<file path="config.mk">
export PLATFORM = sky130hd
export DESIGN_NAME = warp_addr_seq
export DESIGN_NICKNAME = d
export VERILOG_FILES = /design/src/rtl/warp_pkg.sv /design/src/rtl/warp_axis.sv /design/src/rtl/warp_scan.sv /design/src/rtl/warp_addr_seq.sv
export SDC_FILE = /design/constraint.sdc
export NUM_CORES = 2
export LEC_CHECK = 0
export ABC_AREA = 1
export BUFFER_PORTS_ARGS = -buffer_cell sky130_fd_sc_hd__buf_2
export CAP_MARGIN = 20
export CELL_PAD_IN_SITES_DETAIL_PLACEMENT = 0
export CELL_PAD_IN_SITES_GLOBAL_PLACEMENT = 1
export CORE_UTILIZATION = 48
export CTS_BUF_LIST = sky130_fd_sc_hd__clkbuf_8
export CTS_CLUSTER_SIZE = 40
export DETAILED_ROUTE_END_ITERATION = 10
export PLACE_DENSITY_LB_ADDON = 0.25
export SLEW_MARGIN = 20
export SYNTH_ARGS = -nofsm -noshare
export SYNTH_HDL_FRONTEND = slang
export SYNTH_SLANG_ARGS = --single-unit
</file>
<file path="constraint.sdc">
create_clock -name clk -period 4.5 [get_ports clk]
set_clock_uncertainty 0.2 [all_clocks]
set_input_delay 0.45 -clock clk [delete_from_list [all_inputs] [get_ports clk]]
set_output_delay 0.45 -clock clk [all_outputs]
set_load 0.005 [all_outputs]
</file>
<file path="src/rtl/warp_pkg.sv">
`timescale 1ns/1ps
package warp_pkg;

  // Kernel selection; the fourth code aliases nearest-neighbour.
  typedef enum logic [1:0] {
    MODE_NEAREST  = 2'd0,
    MODE_BILINEAR = 2'd1,
    MODE_CUBIC    = 2'd2,
    MODE_NEAR_ALT = 2'd3
  } mode_e;

  localparam int MAX_TAPS = 16;
  localparam int TAP_W    = $clog2(MAX_TAPS);

  // Number of taps for one destination pixel.
  function automatic logic [TAP_W:0] tap_count(mode_e m);
    case (m)
      MODE_BILINEAR: return (TAP_W+1)'(4);
      MODE_CUBIC:    return (TAP_W+1)'(16);
      default:       return (TAP_W+1)'(1);
    endcase
  endfunction

  // Column offset of tap t inside the kernel window.
  function automatic logic [1:0] tap_dx(mode_e m, logic [TAP_W-1:0] t);
    case (m)
      MODE_BILINEAR: return {1'b0, t[0]};
      MODE_CUBIC:    return t[1:0];
      default:       return 2'd0;
    endcase
  endfunction

  // Row offset of tap t inside the kernel window.
  function automatic logic [1:0] tap_dy(mode_e m, logic [TAP_W-1:0] t);
    case (m)
      MODE_BILINEAR: return {1'b0, t[1]};
      MODE_CUBIC:    return t[3:2];
      default:       return 2'd0;
    endcase
  endfunction

endpackage

</file>
<file path="src/rtl/warp_axis.sv">
`timescale 1ns/1ps
// One axis of the polynomial source-position generator, advanced by
// forward differences: only additions, no multipliers.
module warp_axis #(
  parameter int ACC_W   = 32,
  parameter int ACC_FW  = 16,
  parameter int COORD_W = 12,
  parameter int SUB_W   = 4
)(
  input  logic                   clk,
  input  logic                   rst_n,
  input  logic                   init_i,
  input  logic                   col_step_i,
  input  logic                   row_step_i,
  input  logic [5:0][ACC_W-1:0]  coef_i,
  output logic [COORD_W-1:0]     int_o,
  output logic [SUB_W-1:0]       frac_o
);

  logic [ACC_W-1:0] pos_q;       // value at current pixel
  logic [ACC_W-1:0] col_d_q;     // difference to next column
  logic [ACC_W-1:0] row_q;       // value at column 0 of current row
  logic [ACC_W-1:0] row_d_q;     // difference to next row start
  logic [ACC_W-1:0] row_cd_q;    // column difference at row start

  logic [ACC_W-1:0] col_dd, row_dd, row_next, row_cd_next;

  assign col_dd      = coef_i[3] << 1;
  assign row_dd      = coef_i[5] << 1;
  assign row_next    = row_q + row_d_q;
  assign row_cd_next = row_cd_q + coef_i[4];

  always_ff @(posedge clk or negedge rst_n) begin
    if (!rst_n) begin
      pos_q    <= '0;
      col_d_q  <= '0;
      row_q    <= '0;
      row_d_q  <= '0;
      row_cd_q <= '0;
    end else if (init_i) begin
      pos_q    <= coef_i[0];
      row_q    <= coef_i[0];
      col_d_q  <= coef_i[1] + coef_i[3];
      row_cd_q <= coef_i[1] + coef_i[3];
      row_d_q  <= coef_i[2] + coef_i[5];
    end else if (row_step_i) begin
      pos_q    <= row_next;
      row_q    <= row_next;
      row_d_q  <= row_d_q + row_dd;
      col_d_q  <= row_cd_next;
      row_cd_q <= row_cd_next;
    end else if (col_step_i) begin
      pos_q    <= pos_q + col_d_q;
      col_d_q  <= col_d_q + col_dd;
    end
  end

  assign int_o  = pos_q[ACC_FW+COORD_W-1:ACC_FW];
  assign frac_o = pos_q[ACC_FW-1 -: SUB_W];

  // the generator never receives two kinds of advance at once
  assert_single_advance_R3: assert property (@(posedge clk) disable iff (!rst_n)
    $onehot0({init_i, col_step_i, row_step_i}));

endmodule

</file>
<file path="src/rtl/warp_scan.sv">
`timescale 1ns/1ps
// Frame scanner: tap, column and row counters plus run control.
module warp_scan import warp_pkg::*; #(
  parameter int DIM_W = 12
)(
  input  logic                 clk,
  input  logic                 rst_n,
  input  logic                 start_i,
  input  mode_e                mode_i,
  input  logic [DIM_W-1:0]     last_col_i,
  input  logic [DIM_W-1:0]     last_row_i,
  output logic                 start_ok_o,
  output logic                 run_o,
  output logic [TAP_W-1:0]     tap_o,
  output logic [DIM_W-1:0]     col_o,
  output logic [DIM_W-1:0]     row_o,
  output logic                 tap_first_o,
  output logic                 tap_last_o,
  output logic                 col_step_o,
  output logic                 row_step_o,
  output logic                 finish_o
);

  logic             run_q;
  logic [TAP_W-1:0] tap_q;
  logic [DIM_W-1:0] col_q, row_q;
  logic [TAP_W:0]   n_taps;
  logic             at_col_end, at_row_end;

  assign n_taps      = tap_count(mode_i);
  assign start_ok_o  = start_i && !run_q;
  assign tap_first_o = run_q && (tap_q == '0);
  assign tap_last_o  = run_q && ({1'b0, tap_q} == n_taps - 1'b1);
  assign at_col_end  = (col_q == last_col_i);
  assign at_row_end  = (row_q == last_row_i);
  assign col_step_o  = tap_last_o && !at_col_end;
  assign row_step_o  = tap_last_o && at_col_end && !at_row_end;
  assign finish_o    = tap_last_o && at_col_end && at_row_end;

  always_ff @(posedge clk or negedge rst_n) begin
    if (!rst_n) begin
      run_q <= 1'b0;
      tap_q <= '0;
      col_q <= '0;
      row_q <= '0;
    end else if (start_ok_o) begin
      run_q <= 1'b1;
      tap_q <= '0;
      col_q <= '0;
      row_q <= '0;
    end else if (run_q) begin
      if (tap_last_o) begin
        tap_q <= '0;
        if (col_step_o) col_q <= col_q + 1'b1;
        if (row_step_o) begin
          col_q <= '0;
          row_q <= row_q + 1'b1;
        end
        if (finish_o) begin
          run_q <= 1'b0;
          col_q <= '0;
          row_q <= '0;
        end
      end else begin
        tap_q <= tap_q + 1'b1;
      end
    end
  end

  assign run_o = run_q;
  assign tap_o = tap_q;
  assign col_o = col_q;
  assign row_o = row_q;

  // the tap counter stays inside the kernel of the current mode
  assert_tap_bound_R7: assert property (@(posedge clk) disable iff (!rst_n)
    run_q |-> ({1'b0, tap_q} < n_taps));

  // a start request during a frame does not send the scan back to its origin
  assert_restart_blocked_R2: assert property (@(posedge clk) disable iff (!rst_n)
    (run_q && start_i && !finish_o) |=> (run_q && (tap_q != '0 || col_q != '0 || row_q != '0)));

  // one advance kind per cycle
  assert_step_exclusive_R3: assert property (@(posedge clk) disable iff (!rst_n)
    $onehot0({col_step_o, row_step_o, finish_o}));

endmodule

</file>
<file path="src/rtl/warp_addr_seq.sv">
`timescale 1ns/1ps
module warp_addr_seq import warp_pkg::*; #(
  parameter int COORD_W = 12,
  parameter int SUB_W   = 4,
  parameter int ACC_W   = 32,
  parameter int ACC_FW  = 16,
  parameter int SEL_W   = 4
)(
  input  logic                 clk,
  input  logic                 rst_n,
  input  logic                 ld_we,
  input  logic [SEL_W-1:0]     ld_sel,
  input  logic [ACC_W-1:0]     ld_data,
  input  logic                 go,
  output logic                 busy,
  output logic                 tap_valid,
  output logic [COORD_W-1:0]   src_x,
  output logic [COORD_W-1:0]   src_y,
  output logic [2*SUB_W-1:0]   coef_addr,
  output logic                 acc_clr,
  output logic                 acc_dump,
  output logic [COORD_W-1:0]   dst_x,
  output logic [COORD_W-1:0]   dst_y,
  output logic                 frame_end,
  output logic                 done
);

  localparam int N_AXES       = 2;
  localparam int N_COEF       = 6;
  localparam int SEL_LAST_COL = N_AXES * N_COEF;
  localparam int SEL_LAST_ROW = SEL_LAST_COL + 1;
  localparam int SEL_MODE     = SEL_LAST_COL + 2;

  // Source tap address for one axis.
  function automatic logic [COORD_W-1:0] tap_coord(logic [COORD_W-1:0] ip,
                                                   logic [SUB_W-1:0] fp,
                                                   mode_e m, logic [1:0] d);
    case (m)
      MODE_BILINEAR: return ip + COORD_W'(d);
      MODE_CUBIC:    return ip + COORD_W'(d) - COORD_W'(1);
      default:       return ip + COORD_W'(fp[SUB_W-1]);
    endcase
  endfunction

  // ---------------- parameter registers ----------------
  logic [N_AXES-1:0][N_COEF-1:0][ACC_W-1:0] coef_q;
  logic [COORD_W-1:0] last_col_q, last_row_q;
  mode_e              mode_q;
  logic               run;

  always_ff @(posedge clk or negedge rst_n) begin
    if (!rst_n) begin
      coef_q     <= '0;
      last_col_q <= '0;
      last_row_q <= '0;
      mode_q     <= MODE_NEAREST;
    end else if (ld_we && !run) begin
      for (int a = 0; a < N_AXES; a++)
        for (int k = 0; k < N_COEF; k++)
          if (ld_sel == SEL_W'(a*N_COEF + k)) coef_q[a][k] <= ld_data;
      if (ld_sel == SEL_W'(SEL_LAST_COL)) last_col_q <= ld_data[COORD_W-1:0];
      if (ld_sel == SEL_W'(SEL_LAST_ROW)) last_row_q <= ld_data[COORD_W-1:0];
      if (ld_sel == SEL_W'(SEL_MODE))     mode_q     <= mode_e'(ld_data[1:0]);
    end
  end

  // ---------------- scanner ----------------
  logic               start_ok, tap_first, tap_last, col_step, row_step, finish;
  logic [TAP_W-1:0]   tap;
  logic [COORD_W-1:0] col, row;

  warp_scan #(.DIM_W(COORD_W)) u_scan (
    .clk         (clk),
    .rst_n       (rst_n),
    .start_i     (go),
    .mode_i      (mode_q),
    .last_col_i  (last_col_q),
    .last_row_i  (last_row_q),
    .start_ok_o  (start_ok),
    .run_o       (run),
    .tap_o       (tap),
    .col_o       (col),
    .row_o       (row),
    .tap_first_o (tap_first),
    .tap_last_o  (tap_last),
    .col_step_o  (col_step),
    .row_step_o  (row_step),
    .finish_o    (finish)
  );

  // ---------------- per-axis position generators ----------------
  logic [N_AXES-1:0][COORD_W-1:0] ip;
  logic [N_AXES-1:0][SUB_W-1:0]   fp;

  for (genvar a = 0; a < N_AXES; a++) begin : g_axis
    warp_axis #(
      .ACC_W(ACC_W), .ACC_FW(ACC_FW), .COORD_W(COORD_W), .SUB_W(SUB_W)
    ) u_axis (
      .clk        (clk),
      .rst_n      (rst_n),
      .init_i     (start_ok),
      .col_step_i (col_step),
      .row_step_i (row_step),
      .coef_i     (coef_q[a]),
      .int_o      (ip[a]),
      .frac_o     (fp[a])
    );
  end

  // ---------------- registered outputs ----------------
  logic               valid_q, clr_q, dump_q, fend_q, done_q;
  logic [COORD_W-1:0] sx_q, sy_q, dx_q, dy_q;
  logic [2*SUB_W-1:0] caddr_q;

  always_ff @(posedge clk or negedge rst_n) begin
    if (!rst_n) begin
      valid_q <= 1'b0;
      clr_q   <= 1'b0;
      dump_q  <= 1'b0;
      fend_q  <= 1'b0;
      done_q  <= 1'b0;
      sx_q    <= '0;
      sy_q    <= '0;
      dx_q    <= '0;
      dy_q    <= '0;
      caddr_q <= '0;
    end else begin
      valid_q <= run;
      clr_q   <= tap_first;
      dump_q  <= tap_last;
      fend_q  <= finish;
      done_q  <= fend_q;
      if (run) begin
        sx_q    <= tap_coord(ip[0], fp[0], mode_q, tap_dx(mode_q, tap));
        sy_q    <= tap_coord(ip[1], fp[1], mode_q, tap_dy(mode_q, tap));
        caddr_q <= {fp[1], fp[0]};
        dx_q    <= col;
        dy_q    <= row;
      end
    end
  end

  assign busy      = run;
  assign tap_valid = valid_q;
  assign src_x     = sx_q;
  assign src_y     = sy_q;
  assign coef_addr = caddr_q;
  assign acc_clr   = clr_q;
  assign acc_dump  = dump_q;
  assign dst_x     = dx_q;
  assign dst_y     = dy_q;
  assign frame_end = fend_q;
  assign done      = done_q;

  // parameter writes during a frame leave every parameter register untouched
  assert_load_blocked_R1: assert property (@(posedge clk) disable iff (!rst_n)
    (ld_we && run) |=> ($stable(coef_q) && $stable(mode_q) &&
                        $stable(last_col_q) && $stable(last_row_q)));

  // strobes only appear on valid taps
  assert_strobe_valid_R9: assert property (@(posedge clk) disable iff (!rst_n)
    (acc_clr || acc_dump || frame_end) |-> tap_valid);

  // single-tap kernels clear and dump on the same tap
  assert_nearest_single_R5: assert property (@(posedge clk) disable iff (!rst_n)
    (tap_valid && (mode_q == MODE_NEAREST || mode_q == MODE_NEAR_ALT)) |-> (acc_clr && acc_dump));

  // done follows frame_end by one cycle, lasts one cycle, and the block is idle
  assert_done_follows_R10: assert property (@(posedge clk) disable iff (!rst_n)
    frame_end |=> (done && !tap_valid));
  assert_done_pulse_R10: assert property (@(posedge clk) disable iff (!rst_n)
    done |=> !done);
  assert_idle_at_end_R10: assert property (@(posedge clk) disable iff (!rst_n)
    frame_end |-> !busy);

endmodule

</file>
# Word level (Yosys, flattened, before mapping)

Index checks and enable logic that the tools add are counted.

Add/sub/neg operators: 24
Reduce and logical (&&, ||, !) cells: 36
Muxes and demuxes: 49
Eq/ne operators: 19

Operator list:

| cell                  | number |
|---|---|
| $mux 32               | 24 |
| $add 32x32->32        | 14 |
| $mux 12               | 11 |
| $pmux 12 s2           | 2 |
| $reduce_and 2->1      | 15 |
| $eq 4x4->1 const B    | 7 |
| $add 12x1->12         | 2 |
| $add 12x1->12 const B | 2 |
| $add 12x2->12         | 2 |
| $eq 12x12->1          | 2 |
| $sub 12x1->12 const B | 2 |
| $eq 4x3->1 const B    | 4 |
| $mux 4                | 3 |
| $pmux 5 s2            | 1 |
| $eq 4x2->1 const B    | 2 |
| $logic_and 1x1->1     | 8 |
| $logic_not 4->1       | 2 |
| $pmux 2 s2            | 2 |
| $reduce_and 3->1      | 2 |
| $reduce_bool 2->1     | 3 |
| $reduce_bool 3->1     | 2 |
| $eq 4x5->1            | 1 |
| $sub 5x1->5 const B   | 1 |
| $add 4x1->4 const B   | 1 |
| 7 further kinds       | 13 |

Logic and storage cells: 167
Bits in registers: 820
Input port bits: 40

# Longest topological paths before layout

Depth after elaboration: 12
Gate-level depth with buffers: 21

# Modules after synthesis

From an unflattened synthesis, not the netlist that was laid out.

Cells, all modules: 8,909
Area, all modules: 58,924.0 um^2

By module, submodules not included:

| module                        | instances | area an instance (um^2) | cells each |
|---|---|---|---|
| warp_axis at g_axis[0].u_axis | 1         | 19,235.9                | 3,333 |
| warp_addr_seq                 | 1         | 18,814.3                | 2,053 |
| warp_axis at g_axis[1].u_axis | 1         | 18,686.7                | 3,205 |
| warp_scan                     | 1         | 2,187.1                 | 318 |

# Worst setup path after synthesis

OpenSTA, ideal clock, no wires.

Path kind: flip-flop to flip-flop
From: reg mode_q[0]
To: reg sx_q[6], in the netlist src_x[6]
Data required time: 4.182 ns
Path buffers: 2
Arrival time: 2.928 ns
Stages on the path, launching flop included: 19
Library setup time: 0.118 ns
Setup slack: 1.254 ns
Path through: dfrtp_1 -> inv_1 -> ha_1 -> buf_2 -> buf_2 -> nor3_1 -> ha_1 -> fa_1 -> inv_1 -> ha_1 -> inv_1 -> nor2_1 -> nand2_1 -> nor2_1 -> nand2_1 -> o21ai_0 -> o21ai_0 -> a21oi_1 -> nor2_1

Cells in the longest elaborated chain, start to end: 6
Elaborated cells between the ends (all ways): 7
Classes of those cells: 2 x add/sub; 2 x eq/ne; 3 x mux

Ends and longest elaborated chain:

| what                                            | RTL line                                 | text |
|---|---|---|
| start: declaration                              | warp_addr_seq.sv:48                      | `mode_e mode_q;` |
| start signal: assignment                        | warp_addr_seq.sv:63                      | `if (ld_sel == SEL_W'(SEL_MODE)) mode_q <= mode_e'(ld_data[1:0]);` |
| $eq 2x2->1 / $eq 2x1->1 (equally long branches) | warp_pkg.sv:26, warp_addr_seq.sv:38      |  |
| $pmux 2 s2                                      | warp_pkg.sv:26                           | `case (m)` |
| $mux 2                                          | warp_addr_seq.sv:133                     | `if (run) begin` |
| $add 12x2->12                                   | warp_addr_seq.sv:39, warp_addr_seq.sv:40 |  |
| $sub 12x1->12                                   | warp_addr_seq.sv:40                      | `MODE_CUBIC: return ip + COORD_W'(d) - COORD_W'(1);` |
| $pmux 12 s2 (*)                                 | warp_addr_seq.sv:38                      | `case (m)` |
| end signal: assignment                          | warp_addr_seq.sv:134                     | `sx_q <= tap_coord(ip[0], fp[0], mode_q, tap_dx(mode_q, tap));` |
| end: declaration                                | warp_addr_seq.sv:112                     | `logic [COORD_W-1:0] sx_q, sy_q, dx_q, dy_q;` |

Mark *: on every way between the ends. The rest lies on a longest branch, timed or not. The select of a mux whose other input is x is not followed.
A chain may end at the register's enable or synchronous reset.

# Worst setup path in the final report

From: reg mode_q[0]
To: reg g_axis[0].u_axis.pos_q[5]

Cells in the longest elaborated chain, start to end: 9
Elaborated cells between the ends (all ways): 12
Classes of those cells: 1 x add/sub; 3 x eq/ne; 3 x mux; 5 x reduce/logical

Ends and longest elaborated chain:

| what                                            | RTL line            | text |
|---|---|---|
| $eq 2x2->1 / $eq 2x1->1 (equally long branches) | warp_pkg.sv:17      | `case (m)` |
| $pmux 5 s2 (*)                                  | warp_pkg.sv:17      |  |
| $sub 5x1->5 (*)                                 | warp_scan.sv:33     | `assign tap_last_o = run_q && ({1'b0, tap_q} == n_taps - 1'b1);` |
| $eq 4x5->1 (*)                                  | warp_scan.sv:33     |  |
| $logic_and 1x1->1 (*)                           | warp_scan.sv:33     |  |
| via tap_last                                    | warp_addr_seq.sv:68 | `logic start_ok, tap_first, tap_last, col_step, row_step, finish;` |
| $logic_and 1x1->1 (2 in series)                 | warp_scan.sv:37     | `assign row_step_o = tap_last_o && at_col_end && !at_row_end;` |
| $mux 32                                         | warp_axis.sv:46     | `end else if (row_step_i) begin` |
| $mux 32                                         | warp_axis.sv:40     | `end else if (init_i) begin` |
| end signal: assignment                          | warp_axis.sv:41     | `pos_q <= coef_i[0];` |
| end signal: assignment                          | warp_axis.sv:47     | `pos_q <= row_next;` |
| end signal: assignment                          | warp_axis.sv:53     | `pos_q <= pos_q + col_d_q;` |
| end: declaration                                | warp_axis.sv:20     | `logic [ACC_W-1:0] pos_q;` |

Mark *: on every way through the listed nets, which the timed path passes. The rest lies on a longest branch.

==> results_dict.tcl <==
set metrics [dict create \
    nets 9322 \
    synth_cell_type_count 49 \
    hold_violations 4 \
    synthMuxAreaShare_pct 0 \
    synth-seq-cells 732 \
    fin_crit_sh_pct 83.2 \
    first_global_vias 55200 \
    wirelength_um 216000 \
    crit_path_start_kind "flop" \
    avgSynthCellArea_um2 6.47 \
    die_h_um 346 \
    status "complete, but fails checks" \
    final_common_cell "nand2_1" \
    syn2layout_area_growth_pct 10.2 \
    placedCellCount 10200 \
    crit_start "mode_q[0]$_DFFE_PN0P_" \
    std_cell_rows 125 \
    core_area_um2 117000 \
    synth_edf_count 0 \
    grt-ovfl-total 0 \
    hp-class "input port to asynchronous set/reset pin" \
    synth_compound_area_share_pct 12.7 \
    synthAdderAreaFrac_pct 9.23 \
    max_cap_viol_count 0 \
    violations "hold timing" \
    rsz0062_at_grt "false" \
    arrival_ns 4.35 \
    synth_xor_xnor_area_share_pct 2.33 \
    max_freq_ghz 0.267 \
    drive_gt1_share_pct 5.02 \
    synth_area_um2 56700 \
    clockRootBuffer "clkbuf_8" \
    route.vias.total 57800 \
    gp_congestion 0.970 \
    max_slew_margin_pct 21.4 \
    drv_slew 0 \
    fin_setup_tns_ns 0 \
    grt_max_degree 102 \
    pwr_density_cell_nw_per_um2 483 \
    antenna_found_initial 6 \
    cts.repair.resized 0 \
    cts_made_buffers 140 \
    ys_seq_area_share_pct 32.3 \
    drcViolationCount 0 \
    cts_tree "built" \
    synth_nets 9219 \
    grt_first_pass_wirelength_um 330000 \
    slowest_stage "buf_4" \
    cts_buffer_depth 3 \
    die-area_um2 120000 \
    p_leak_nw 33.7 \
    clkSlewWorstSetupHoldPaths_ns 0.06 \
    die_x_um 346 \
    reg2reg_from "mode_q[0]$_DFFE_PN0P_" \
    syn_inst 8770 \
    path_class "flop to flop" \
    start_util_pct 48.6 \
    insertion_delay_ns 0.92 \
    ir_drop_mv 0.356 \
    setup_violations 0 \
    synthSimpleGateAreaFrac_pct 34.8 \
    clock-sinks 732 \
    synth_ff_type "dfrtp_1" \
    dp_hpwl_um 166000 \
    synthArstFlopShare_pct 100 \
    io_pins 102 \
    period_minus_slack_ns 3.75 \
    required_ns 5.10 \
    worstMarginPinSlew_ns 1.18 \
    crit_chain "inv_1, ha_1, buf_4, o21ai_1, nand3_2, nor2_8, nand3_2, nor2_4, nor2_4, buf_4, o21ai_0, a21oi_1" \
    slowest_delay_ns 0.72 \
    critPathMaxFanout 56 \
    via_per_inst 5.49 \
    drt-pass1-iter-count 8 \
    ys_warn_count 0 \
    drt-initial-drc-count 5017 \
    htreeDepth 4 \
    whs_ns -0.0342 \
    synth_top_family_by_area "simple AND/OR/NAND/NOR gates" \
    port_buffers 97 \
    final_cell_mix "3045 x nand2_1, 1054 x inv_1, 868 x nor2_1" \
    antenna_left 0 \
    grtUsageTotal_pct 36.0 \
    stdcell_count 10500 \
    endpoint_kind "flop" \
    wl_per_cell_um 20.5 \
]
[layout make-up]
class | instances | area (um^2)
fill | 12000 | 54100
multi-input combinational | 6766 | 33600
sequential | 732 | 18300
inverter | 1040 | 3910
clock buffer | 172 | 2370
tap | 1524 | 1910
timing repair buffer | 193 | 1530
clock inverter | 88 | 887
antenna | 8 | 20.0
[worst max-delay path, delay by kind of cell, from the launching register on]
| family | cells | cell delay (ns) |
|---|---|---|
| simple gates | 5 | 1.09 |
| flops | 1 | 0.40 |
| fa+ha+maj | 1 | 0.30 |
| compound gates | 3 | 0.53 |
| buf+inv | 3 | 1.09 |
[metal layers]
| layer | vias up | track usage [%] | share of wire, % |
|---|---|---|---|
| met5 | - | 0 | 0 |
| met4 | 0 | 12.8 | 3.7 |
| met3 | 356 | 5.35 | 6.9 |
| met2 | 1825 | 58.5 | 45 |
| met1 | 27100 | 48.6 | 44 |
| li1 | 28500 | - | - |
[cell usage after synthesis (all sizes together), types with 83 or more instances]
library cell | instances | area, um^2
a21oi | 486 | 2440
clkbuf | 155 | 583
dfrtp | 732 | 18300
ha | 393 | 4920
inv | 1039 | 3900
nand2 | 3049 | 11400
nand3 | 634 | 3190
nand4 | 109 | 682
nor2 | 872 | 3300
nor3 | 83 | 415
o21ai | 670 | 3360
xor2 | 89 | 780
[final timing paths]
| path | to | slack, ns | cells past startpoint |
|---|---|---|---|
| setup / recovery | g_axis[0].u_axis.pos_q[5]$_DFFE_PN0P_ | 0.75 | 12 |
| hold / removal | g_axis[1].u_axis.row_d_q[11]$_DFFE_PN0P_ | -0.03 | 2 |
| setup reg to reg | g_axis[0].u_axis.pos_q[5]$_DFFE_PN0P_ | 0.75 | 12 |
| hold reg to reg | done$_DFF_PN0_ | 0.17 | 0 |
| max in group asynchronous | coef_q[147]$_DFFE_PN0P_ | 2.93 | 3 |
| min in group clk | mode_q[1]$_DFFE_PN0P_ | 0.07 | 5 |
[state kept, by name, indices dropped and copies added (netlist names), 56 cells and up]
| name | count |
|---|---|
| g_axis.u_axis.row_q | 56 |
| g_axis.u_axis.col_d_q | 56 |
| g_axis.u_axis.row_d_q | 56 |
| coef_q | 336 |
| g_axis.u_axis.row_cd_q | 56 |
| g_axis.u_axis.pos_q | 56 |
[cells by family after synthesis]
family	count (synthesis)
DFF	732
xor gates and xnor gates	151
adders and majority gates	409
AOI/OAI and AO/OA	1355
buffers and inverters	1272
and+or+nand+nor	4851
[where the power goes]
part,leakage [nW],total (W),internal (W),switching [W]
combinational,22.5,0.0132,0.00450,0.00870
clock,1.78,0.00772,0.00439,0.00333
sequential,9.45,0.00930,0.00776,0.00154
total,33.7,0.0302,0.0166,0.0136
[through the flow]
step	util, %	area, um^2	setup WS, ns	total power (W)	hold slack [ns]
floorplan	-	56700	1.25	0.0180	-0.0456
global route	53.6	62500	0.498	0.0325	0.0145
CTS	53.5	62400	0.741	0.0302	0.00641
finish	53.6	62500	0.754	0.0302	-0.0342
detailed placement	50.5	59000	0.756	0.0224	0.156
global placement	50.5	58900	0.855	0.0222	0.157
[timing repair]
item,in CTS,in global routing
hold buffers,22,2
endpoints found under the hold margin,404,5
buffers inserted,0,0
Note: power is estimated with default switching activity, not from simulation.
